## src/rtl/blkxfer_pkg.sv

```systemverilog
package blkxfer_pkg;

    localparam int unsigned BX_DEF_NREG  = 16;
    localparam int unsigned BX_DEF_XLEN  = 32;
    localparam int unsigned BX_DEF_WBYTE = 4;

    typedef enum logic [1:0] {
        SQ_IDLE   = 2'd0,
        SQ_ISSUE  = 2'd1,
        SQ_WAIT   = 2'd2,
        SQ_FINISH = 2'd3
    } seq_state_e;

endpackage

```

## src/rtl/blkxfer_prienc.sv

```systemverilog
// Lowest-set-bit finder over the remaining selection vector.
module blkxfer_prienc #(
    parameter int unsigned N  = 16,
    parameter int unsigned IW = $clog2(N)
) (
    input  logic [N-1:0]  vec,
    output logic [IW-1:0] idx
);
    always_comb begin
        idx = '0;
        for (int i = N - 1; i >= 0; i--) begin
            if (vec[i]) begin
                idx = IW'(i);
            end
        end
    end
endmodule

```

## src/rtl/blkxfer_popcnt.sv

```systemverilog
// Number of selected registers.
module blkxfer_popcnt #(
    parameter int unsigned N  = 16,
    parameter int unsigned CW = $clog2(N + 1)
) (
    input  logic [N-1:0]  vec,
    output logic [CW-1:0] cnt
);
    always_comb begin
        cnt = '0;
        for (int i = 0; i < N; i++) begin
            cnt = cnt + CW'(vec[i]);
        end
    end
endmodule

```

## src/rtl/blkxfer_addrgen.sv

```systemverilog
// First access address and final base for both address modes.
module blkxfer_addrgen #(
    parameter int unsigned XLEN       = 32,
    parameter int unsigned CNTW       = 5,
    parameter int unsigned WORD_BYTES = 4
) (
    input  logic [XLEN-1:0] base,
    input  logic [CNTW-1:0] cnt,
    input  logic            dec_before,
    output logic [XLEN-1:0] first_addr,
    output logic [XLEN-1:0] final_base
);
    localparam bit IS_POW2 = ((WORD_BYTES & (WORD_BYTES - 1)) == 0);

    logic [XLEN-1:0] span;
    logic [XLEN-1:0] lo_end;
    logic [XLEN-1:0] hi_end;

    generate
        if (IS_POW2) begin : g_shift
            assign span = XLEN'(cnt) << $clog2(WORD_BYTES);
        end else begin : g_mul
            assign span = XLEN'(cnt) * XLEN'(WORD_BYTES);
        end
    endgenerate

    assign lo_end     = base - span;
    assign hi_end     = base + span;
    assign first_addr = dec_before ? lo_end : base;
    assign final_base = dec_before ? lo_end : hi_end;
endmodule

```

## src/rtl/blkxfer_seq.sv

```systemverilog
module blkxfer_seq
    import blkxfer_pkg::*;
#(
    parameter int unsigned NREG       = BX_DEF_NREG,
    parameter int unsigned XLEN       = BX_DEF_XLEN,
    parameter int unsigned WORD_BYTES = BX_DEF_WBYTE
) (
    input  logic                    clk,
    input  logic                    rst_n,
    input  logic                    start,
    input  logic                    is_load,
    input  logic                    dec_before,
    input  logic                    wb_en,
    input  logic [$clog2(NREG)-1:0] base_idx,
    input  logic [XLEN-1:0]         base_in,
    input  logic [NREG-1:0]         reg_mask,
    output logic                    busy,
    output logic                    done,
    output logic [XLEN-1:0]         base_out,
    output logic                    pc_loaded,
    output logic                    mem_req,
    output logic                    mem_we,
    output logic [XLEN-1:0]         mem_addr,
    output logic [XLEN-1:0]         mem_wdata,
    input  logic                    mem_ready,
    input  logic                    mem_rvalid,
    input  logic [XLEN-1:0]         mem_rdata,
    output logic [$clog2(NREG)-1:0] rf_raddr,
    input  logic [XLEN-1:0]         rf_rdata,
    output logic                    rf_we,
    output logic [$clog2(NREG)-1:0] rf_waddr,
    output logic [XLEN-1:0]         rf_wdata
);
    localparam int unsigned IDXW   = $clog2(NREG);
    localparam int unsigned CNTW   = $clog2(NREG + 1);
    localparam int unsigned PC_IDX = NREG - 1;

    typedef struct packed {
        seq_state_e      st;
        logic [NREG-1:0] pend;      // registers still to transfer
        logic [XLEN-1:0] addr;      // address of the next access
        logic            load;
        logic            wb;
        logic [IDXW-1:0] bidx;
        logic [XLEN-1:0] nbase;
        logic            pc_hit;
        logic            base_hit;
        logic            nonempty;
    } ctx_t;

    ctx_t ctx_d, ctx_q;

    logic [CNTW-1:0] sel_cnt;
    logic [XLEN-1:0] first_addr;
    logic [XLEN-1:0] final_base;
    logic [IDXW-1:0] cur_idx;
    logic [NREG-1:0] pend_after;
    logic            last_one;

    blkxfer_popcnt #(.N(NREG), .CW(CNTW)) u_popcnt (
        .vec (reg_mask),
        .cnt (sel_cnt)
    );

    blkxfer_addrgen #(.XLEN(XLEN), .CNTW(CNTW), .WORD_BYTES(WORD_BYTES)) u_addrgen (
        .base       (base_in),
        .cnt        (sel_cnt),
        .dec_before (dec_before),
        .first_addr (first_addr),
        .final_base (final_base)
    );

    blkxfer_prienc #(.N(NREG), .IW(IDXW)) u_prienc (
        .vec (ctx_q.pend),
        .idx (cur_idx)
    );

    assign pend_after = ctx_q.pend & ~(NREG'(1) << cur_idx);
    assign last_one   = (pend_after == '0);

    always_comb begin
        ctx_d    = ctx_q;
        mem_req  = 1'b0;
        mem_we   = 1'b0;
        rf_we    = 1'b0;
        rf_waddr = cur_idx;
        rf_wdata = mem_rdata;
        done     = 1'b0;

        unique case (ctx_q.st)
            SQ_IDLE: begin
                if (start) begin
                    ctx_d.st       = (reg_mask == '0) ? SQ_FINISH : SQ_ISSUE;
                    ctx_d.pend     = reg_mask;
                    ctx_d.addr     = first_addr;
                    ctx_d.load     = is_load;
                    ctx_d.wb       = wb_en;
                    ctx_d.bidx     = base_idx;
                    ctx_d.nbase    = final_base;
                    ctx_d.pc_hit   = is_load & reg_mask[PC_IDX];
                    ctx_d.base_hit = is_load & reg_mask[base_idx];
                    ctx_d.nonempty = |reg_mask;
                end
            end
            SQ_ISSUE: begin
                mem_req = 1'b1;
                mem_we  = ~ctx_q.load;
                if (mem_ready) begin
                    if (ctx_q.load) begin
                        ctx_d.st = SQ_WAIT;
                    end else begin
                        ctx_d.pend = pend_after;
                        ctx_d.addr = ctx_q.addr + XLEN'(WORD_BYTES);
                        ctx_d.st   = last_one ? SQ_FINISH : SQ_ISSUE;
                    end
                end
            end
            SQ_WAIT: begin
                if (mem_rvalid) begin
                    rf_we      = 1'b1;
                    ctx_d.pend = pend_after;
                    ctx_d.addr = ctx_q.addr + XLEN'(WORD_BYTES);
                    ctx_d.st   = last_one ? SQ_FINISH : SQ_ISSUE;
                end
            end
            SQ_FINISH: begin
                done = 1'b1;
                if (ctx_q.wb && ctx_q.nonempty && !ctx_q.base_hit) begin
                    rf_we    = 1'b1;
                    rf_waddr = ctx_q.bidx;
                    rf_wdata = ctx_q.nbase;
                end
                ctx_d.st = SQ_IDLE;
            end
            default: ctx_d.st = SQ_IDLE;
        endcase
    end

    always_ff @(posedge clk or negedge rst_n) begin
        if (!rst_n) begin
            ctx_q <= '0;
        end else begin
            ctx_q <= ctx_d;
        end
    end

    assign busy      = (ctx_q.st != SQ_IDLE);
    assign base_out  = ctx_q.nbase;
    assign pc_loaded = done & ctx_q.pc_hit;
    assign mem_addr  = ctx_q.addr;
    assign mem_wdata = rf_rdata;
    assign rf_raddr  = cur_idx;

endmodule

```

## config.mk

```make
export PLATFORM = sky130hd
export DESIGN_NAME = blkxfer_seq
export DESIGN_NICKNAME = d
export VERILOG_FILES = /design/src/rtl/blkxfer_pkg.sv /design/src/rtl/blkxfer_prienc.sv /design/src/rtl/blkxfer_popcnt.sv /design/src/rtl/blkxfer_addrgen.sv /design/src/rtl/blkxfer_seq.sv
export SDC_FILE = /design/constraint.sdc
export NUM_CORES = 1
export LEC_CHECK = 0
export BUFFER_PORTS_ARGS = -buffer_cell sky130_fd_sc_hd__buf_2
export CAP_MARGIN = 20
export CORE_ASPECT_RATIO = 0.9
export CORE_MARGIN = 3
export CORE_UTILIZATION = 47
export DETAILED_ROUTE_END_ITERATION = 6
export GPL_TIMING_DRIVEN = 1
export HOLD_SLACK_MARGIN = 0.05
export PLACE_DENSITY = 0.78
export SETUP_SLACK_MARGIN = 0.02
export SYNTH_ARGS = -nofsm -noshare
export SYNTH_HDL_FRONTEND = slang
export SYNTH_SLANG_ARGS = --single-unit
```

## constraint.sdc

```tcl
create_clock -name clk -period 2.45 [get_ports clk]
set_input_delay 0.245 -clock clk [delete_from_list [all_inputs] [get_ports clk]]
set_output_delay 0.245 -clock clk [all_outputs]
set_load 0.05 [all_outputs]
```

# After elaboration in Yosys (flattened, before gate mapping)
# Cells that the tools add are included.
dict set report classes {
  magnitude_cmp 1
  bitwise_logic 6
  n_mul 0
  eq_ne 7
  div_mod_pow 0
  shift 1
  reduce_logical 12
  mux 39
  n_addsub 18
}
# operator count
set ops {}
lappend ops {{one-hot mux 48 bit (3 select lines)} 1}
lappend ops {{two-way mux 32 bit} 4}
lappend ops {{two-way mux 50 bit} 2}
lappend ops {{two-way mux 91 bit} 1}
lappend ops {{two-way mux 4 bit} 18}
lappend ops {{adder 5 x 1 -> 5 bit} 14}
lappend ops {{two-way mux 48 bit} 1}
lappend ops {{adder 32 x 3 -> 32 bit, second input constant} 1}
lappend ops {{adder 32 x 7 -> 32 bit} 1}
lappend ops {{logical NOT 16 bit} 2}
lappend ops {{subtractor 32 x 7 -> 32 bit} 1}
lappend ops {{AND 16 bit} 1}
lappend ops {{NOT 16 bit} 1}
lappend ops {{OR reduction 16 bit} 1}
lappend ops {{left shift 1 x 4 -> 16 bit, first input constant} 1}
lappend ops {{!= test 2 bit, second input constant} 4}
lappend ops {{one-hot mux 2 bit (4 select lines)} 1}
lappend ops {{two-way mux 1 bit} 6}
lappend ops {{two-way mux 2 bit} 3}
lappend ops {{< comparator 4 x 5 -> 1 bit, second input constant} 1}
lappend ops {{AND reduction 5 bit} 1}
lappend ops {{binary-select mux 1 bit (select 4 bit)} 1}
lappend ops {{equality test 2 bit, second input constant} 2}
lappend ops {{AND 1 bit} 3}
lappend ops {{11 further kinds} 12}
dict set report totals {
  romBits 0
  ram_bits 0
  ff_bits 91
  latchBits 0
  word_cells 94
  inputBits 124
  mem_count 0
}

# Logic depth before layout (Yosys ltp)
dict set report depth {
  depth_word 24
  ltp_mapped 24
  mapped_depth_nobuf 24
}

# Modules after synthesis
# From an unflattened synthesis, not the netlist that was laid out.
dict set report unflattened {
  cells_unflattened 967
  area_unflattened_um2 8504.4
}
# module seq_area_each_um2 area_per_inst_um2 cells_each n_inst
set by_module_without_submodules {}
lappend by_module_without_submodules {blkxfer_seq 2277.2 6089.6 625 1}
lappend by_module_without_submodules {blkxfer_addrgen 0.0 1754.2 259 1}
lappend by_module_without_submodules {blkxfer_popcnt 0.0 481.7 52 1}
lappend by_module_without_submodules {blkxfer_prienc 0.0 178.9 31 1}

# Worst setup path after synthesis
# Ideal clock, no wire load.
dict set report synth_path {
  path_type {input -> register}
  startpoint {input reg_mask[1]}
  endpoint {register ctx_q, in the netlist mem_addr[29]}
  stages 18
  setup_time_ns 0.126
  path_slack_ns -3.388
  arrival_time_ns 5.712
  path_cell_list {inv_1 -> ha_1 -> inv_1 -> fa_1 -> fa_1 -> fa_1 -> fa_1 -> fa_1 -> fa_1 -> inv_1 -> ha_1 -> o21ba_2 -> o21a_1 -> o21ai_0 -> a2111oi_4 -> nor3b_2 -> xor2_1 -> a221o_1}
}
dict set report synth_via {
  elab_chain_len 19
}
# element line
set synth_lines {}
lappend synth_lines {{start: declaration} blkxfer_seq.sv:16} ;# input logic [NREG-1:0] reg_mask,
lappend synth_lines {{adder 1 x 1 -> 2 bit} blkxfer_popcnt.sv:12} ;# cnt = cnt + CW'(vec[i]);
lappend synth_lines {{adder 5 x 1 -> 5 bit (14 in series)} blkxfer_popcnt.sv:12}
lappend synth_lines {{subtractor 32 x 7 -> 32 bit} blkxfer_addrgen.sv:27} ;# assign lo_end = base - span;
lappend synth_lines {{two-way mux 32 bit} blkxfer_addrgen.sv:29} ;# assign first_addr = dec_before ? lo_end : base;
lappend synth_lines {{two-way mux 91 bit} blkxfer_seq.sv:92} ;# if (start) begin
lappend synth_lines {{one-hot mux 48 bit (3 select lines)} blkxfer_seq.sv:90} ;# unique case (ctx_q.st)
lappend synth_lines {{end signal: assignment} blkxfer_seq.sv:143} ;# ctx_q <= ctx_d;
lappend synth_lines {{end: declaration} blkxfer_seq.sv:51} ;# ctx_t ctx_d, ctx_q;
# Every way passes these cells. The select of a mux whose other input is x is not followed.
# A chain may end at the register's enable or synchronous reset.

# Worst setup path after layout
dict set report layout_path {
  startpoint {input reg_mask[1]}
  endpoint {register ctx_q, in the netlist mem_addr[13]}
}
# The elaborated chain is that of the path after synthesis.

==> flow_metrics.tcl <==
set metrics [dict create \
    switching_share 0.530 \
    intPower_mw 9.01 \
    synth.distinct_cells 68 \
    cap_violations 0 \
    rsz0062_at_grt "yes" \
    area_delta_synth_final_pct 40.1 \
    finalCritPeriodShare 2.16 \
    overflow 0 \
    die_h_um 131 \
    ys.flop_type "dfrtp_1" \
    hold_end "base_out[1]$_DFFE_PN0P_" \
    r2r-start "ctx_q[90]$_DFFE_PN0P_" \
    routedWlPerCell_um 21.0 \
    power.density_nw_per_um2 1690 \
    grt_max_degree 72 \
    worstSkewPairLatency_ps 360 \
    core_area_um2 16500 \
    cts.sinks 91 \
    timing.fmax_mhz 189 \
    syn-num-nets 1127 \
    register_area_um2 2280 \
    status "finished, violations left" \
    rr_worst_depth 9 \
    ant_nets 0 \
    multi_input_area_um2 5640 \
    antenna_found_initial 0 \
    arrival_ps 5520 \
    setup_violations 60 \
    power_frac_comb 0.762 \
    yosysWarnings 0 \
    start_kind "primary input" \
    synth_cells 968 \
    endpoint_kind "flop" \
    synthArstFlopShare 1.00 \
    grt_pass1_vias 8160 \
    drt_iter0_markers 877 \
    first_pass_iters 5 \
    crit_path_cell_trace "buf_12, inv_12, ha_4, inv_2, fa_1, fa_2, fa_2, fa_1, fa_2, fa_2, nor2b_1, o21a_1, inv_2, ha_4, buf_4, buf_6, or4_4, nor3_4, o311ai_2, xor2_1, nand2_1, o211ai_1, o211ai_1" \
    slew_violations 0 \
    power_frac_seq 0.153 \
    port_buffers 201 \
    tightest_slew_ps 694 \
    cts_buffers 9 \
    final_cell_count_no_fill 1429 \
    nFillCells 1220 \
    power.switching_mw 10.2 \
    critPathMaxFanout 3 \
    slew-limit-headroom 0.533 \
    ys_ff_latch 91 \
    io-pin-count 266 \
    leakagePower_nw 5.14 \
    drt-total-wl_um 30000 \
    start_util 0.491 \
    synth_edf_count 0 \
    cts-root-buf "clkbuf_16" \
    synth_area_per_cell_um2 8.38 \
    min_path_type "in2reg" \
    placedCellCount 1374 \
    p_clk_frac 0.084 \
    via_per_inst 6.04 \
    crit_start "reg_mask[1]" \
    worst_hold_path.num_cells 2 \
    crit_path_top_delay_cell "fa_2" \
    finalHoldViolCount 0 \
    dpl.hpwl_um 20000 \
    ir_worst_vdd_mv 1.26 \
    place.gp.congestion 0.935 \
    r2r_setup_slack_ps -90 \
    rows 44 \
    criticalPathCategory "in2reg" \
    period_needed_ps 5290 \
    die_w_um 144 \
    path_common_cell "fa_2" \
    final_cell_mix "buf_2, buf_4, nand2_1" \
    syn_area_um2 8110 \
    skew_ps 9.28 \
    drcViolationCount 0 \
    cts_tree "built" \
    nets 1377 \
    seq_area_frac_synth 0.281 \
    diodes 0 \
    grt_pass1_wl_um 43800 \
    fin_ws_ps -2840 \
    critPathRequiredTime_ps 2680 \
    htreeDepth 3 \
    r2r_end "mem_addr[9]$_DFFE_PN0P_" \
    die_area_um2 18900 \
    clockBufferDepth 2 \
    vias 8636 \
    drive_gt1_frac 0.489 \
    clkTransAtPathRegs_ps 70 \
    min_from "base_in[1]" \
    violations "negative setup slack" \
    power_mw 19.2 \
    grt_usage 0.295 \
    final_common_cell "buf_2" \
    crit_path_max_incr_delay_ps 550 \
]
-- critical path: cells and delay by family --
kind	cells	cell delay (ps)
compound gates	4	640
xor+xnor	1	190
fa+ha+maj	8	3080
simple gates	4	880
buf+inv	6	470
-- cells in the mapped netlist (4+ instances only) --
cell type  number  share of area
mux2_2         50          0.069
mux2i_1         7         0.0086
o22ai_1         9         0.0069
nor3_1         24          0.015
o31ai_1         9         0.0083
nor2b_1         6         0.0046
mux4_2          5          0.014
xor2_1         35          0.038
buf_4          96          0.089
dfrtp_1        91           0.28
nand3_1        23          0.014
nand2b_1        6         0.0046
or3_1           6         0.0046
a31oi_1        10         0.0077
nand4_1        15          0.012
a21oi_1        49          0.030
xnor2_1        22          0.024
nand2_1        95          0.044
inv_1          59          0.027
and4_1          6         0.0065
buf_1           4         0.0019
nor2_1         53          0.025
a22oi_1        12          0.011
nor4_1         13          0.010
clkbuf_1       40          0.019
ha_1           23          0.035
and3_1          8         0.0062
o21a_1          6         0.0056
a211oi_1       12          0.011
fa_1           12          0.030
o21ai_0        89          0.055
o211ai_1        8         0.0074
-- power by group through the flow --
stage	Sequential, mW	Combinational [mW]	Clock, mW
3_3_place_gp	2.90	11.7	0
6_report	2.94	14.6	1.62
5_1_grt	3.05	15.4	1.70
3_5_place_dp	2.93	11.9	0
4_1_cts	2.91	13.3	1.64
2_1_floorplan	2.79	8.96	0
-- through the flow --
| step | setup slack (ps) | TNS [ps] | util | hold slack (ps) | cell area (um^2) |
|---|---|---|---|---|---|
| 2_1_floorplan | -2880 | -140720 | - | -50.6 | 8400 |
| 3_3_place_gp | -3090 | -167830 | 0.595 | 275 | 9820 |
| 3_5_place_dp | -3160 | -172210 | 0.595 | 288 | 9820 |
| 4_1_cts | -2610 | -138400 | 0.658 | 128 | 10900 |
| 5_1_grt | -2910 | -154300 | 0.688 | 133 | 11400 |
| 6_report | -2840 | -149970 | 0.688 | 137 | 11400 |
-- kinds of logic (layout without fill, tap and decap cells) --
logic type,after synthesis,after routing,share of synthesized area
AO/OA/AOI/OAI,244,244,0.193
XOR/XNOR,57,57,0.0615
adder cells (fa/ha/maj),36,36,0.0663
buffers and inverters,203,457,0.140
flip-flops,91,91,0.281
multiplexers,62,62,0.0919
AND/OR/NAND/NOR,275,275,0.166
-- what timing repair did --
item                       in CTS  in global routing
pin swaps                      55                 70
setup endpoints to repair      64                 88
hold endpoints to repair       39                  0
setup buffers                  26                 23
gates resized for setup       123                 86
hold buffers                    1                  0
-- how the worst max path moves through the flow --
stage	endpoint	slack [ps]	depth (start not counted)
finish	mem_addr[13]$_DFFE_PN0P_	-2840	23
global route	base_out[28]$_DFFE_PN0P_	-2910	23
CTS	mem_addr[29]$_DFFE_PN0P_	-2610	22
detailed placement	mem_addr[29]$_DFFE_PN0P_	-3160	22
global placement	mem_addr[29]$_DFFE_PN0P_	-3090	22
floorplan	mem_addr[29]$_DFFE_PN0P_	-2880	21
-- final cells by class --
cell class | count | area share
clock buffer | 11 | 0.0205
clock inverter | 4 | 0.00870
inverter | 59 | 0.0217
multi-input combinational | 674 | 0.496
sequential | 91 | 0.201
tap | 207 | 0.0228
timing repair buffer | 383 | 0.229
-- per-layer routing --
layer	global-route usage	vias to the layer above	wire [um]
met1	0.393	4179	12100
met4	0.0856	0	942
met3	0.0713	102	2730
met2	0.481	497	14200
met5	0	-	0
li1	-	3858	-
-- sequential cells by signal, indices dropped and copies added (netlist names) --
register and flops:
ctx_q 27, mem_addr 32, base_out 32
No activity file was read; power rests on OpenSTA's default activity.
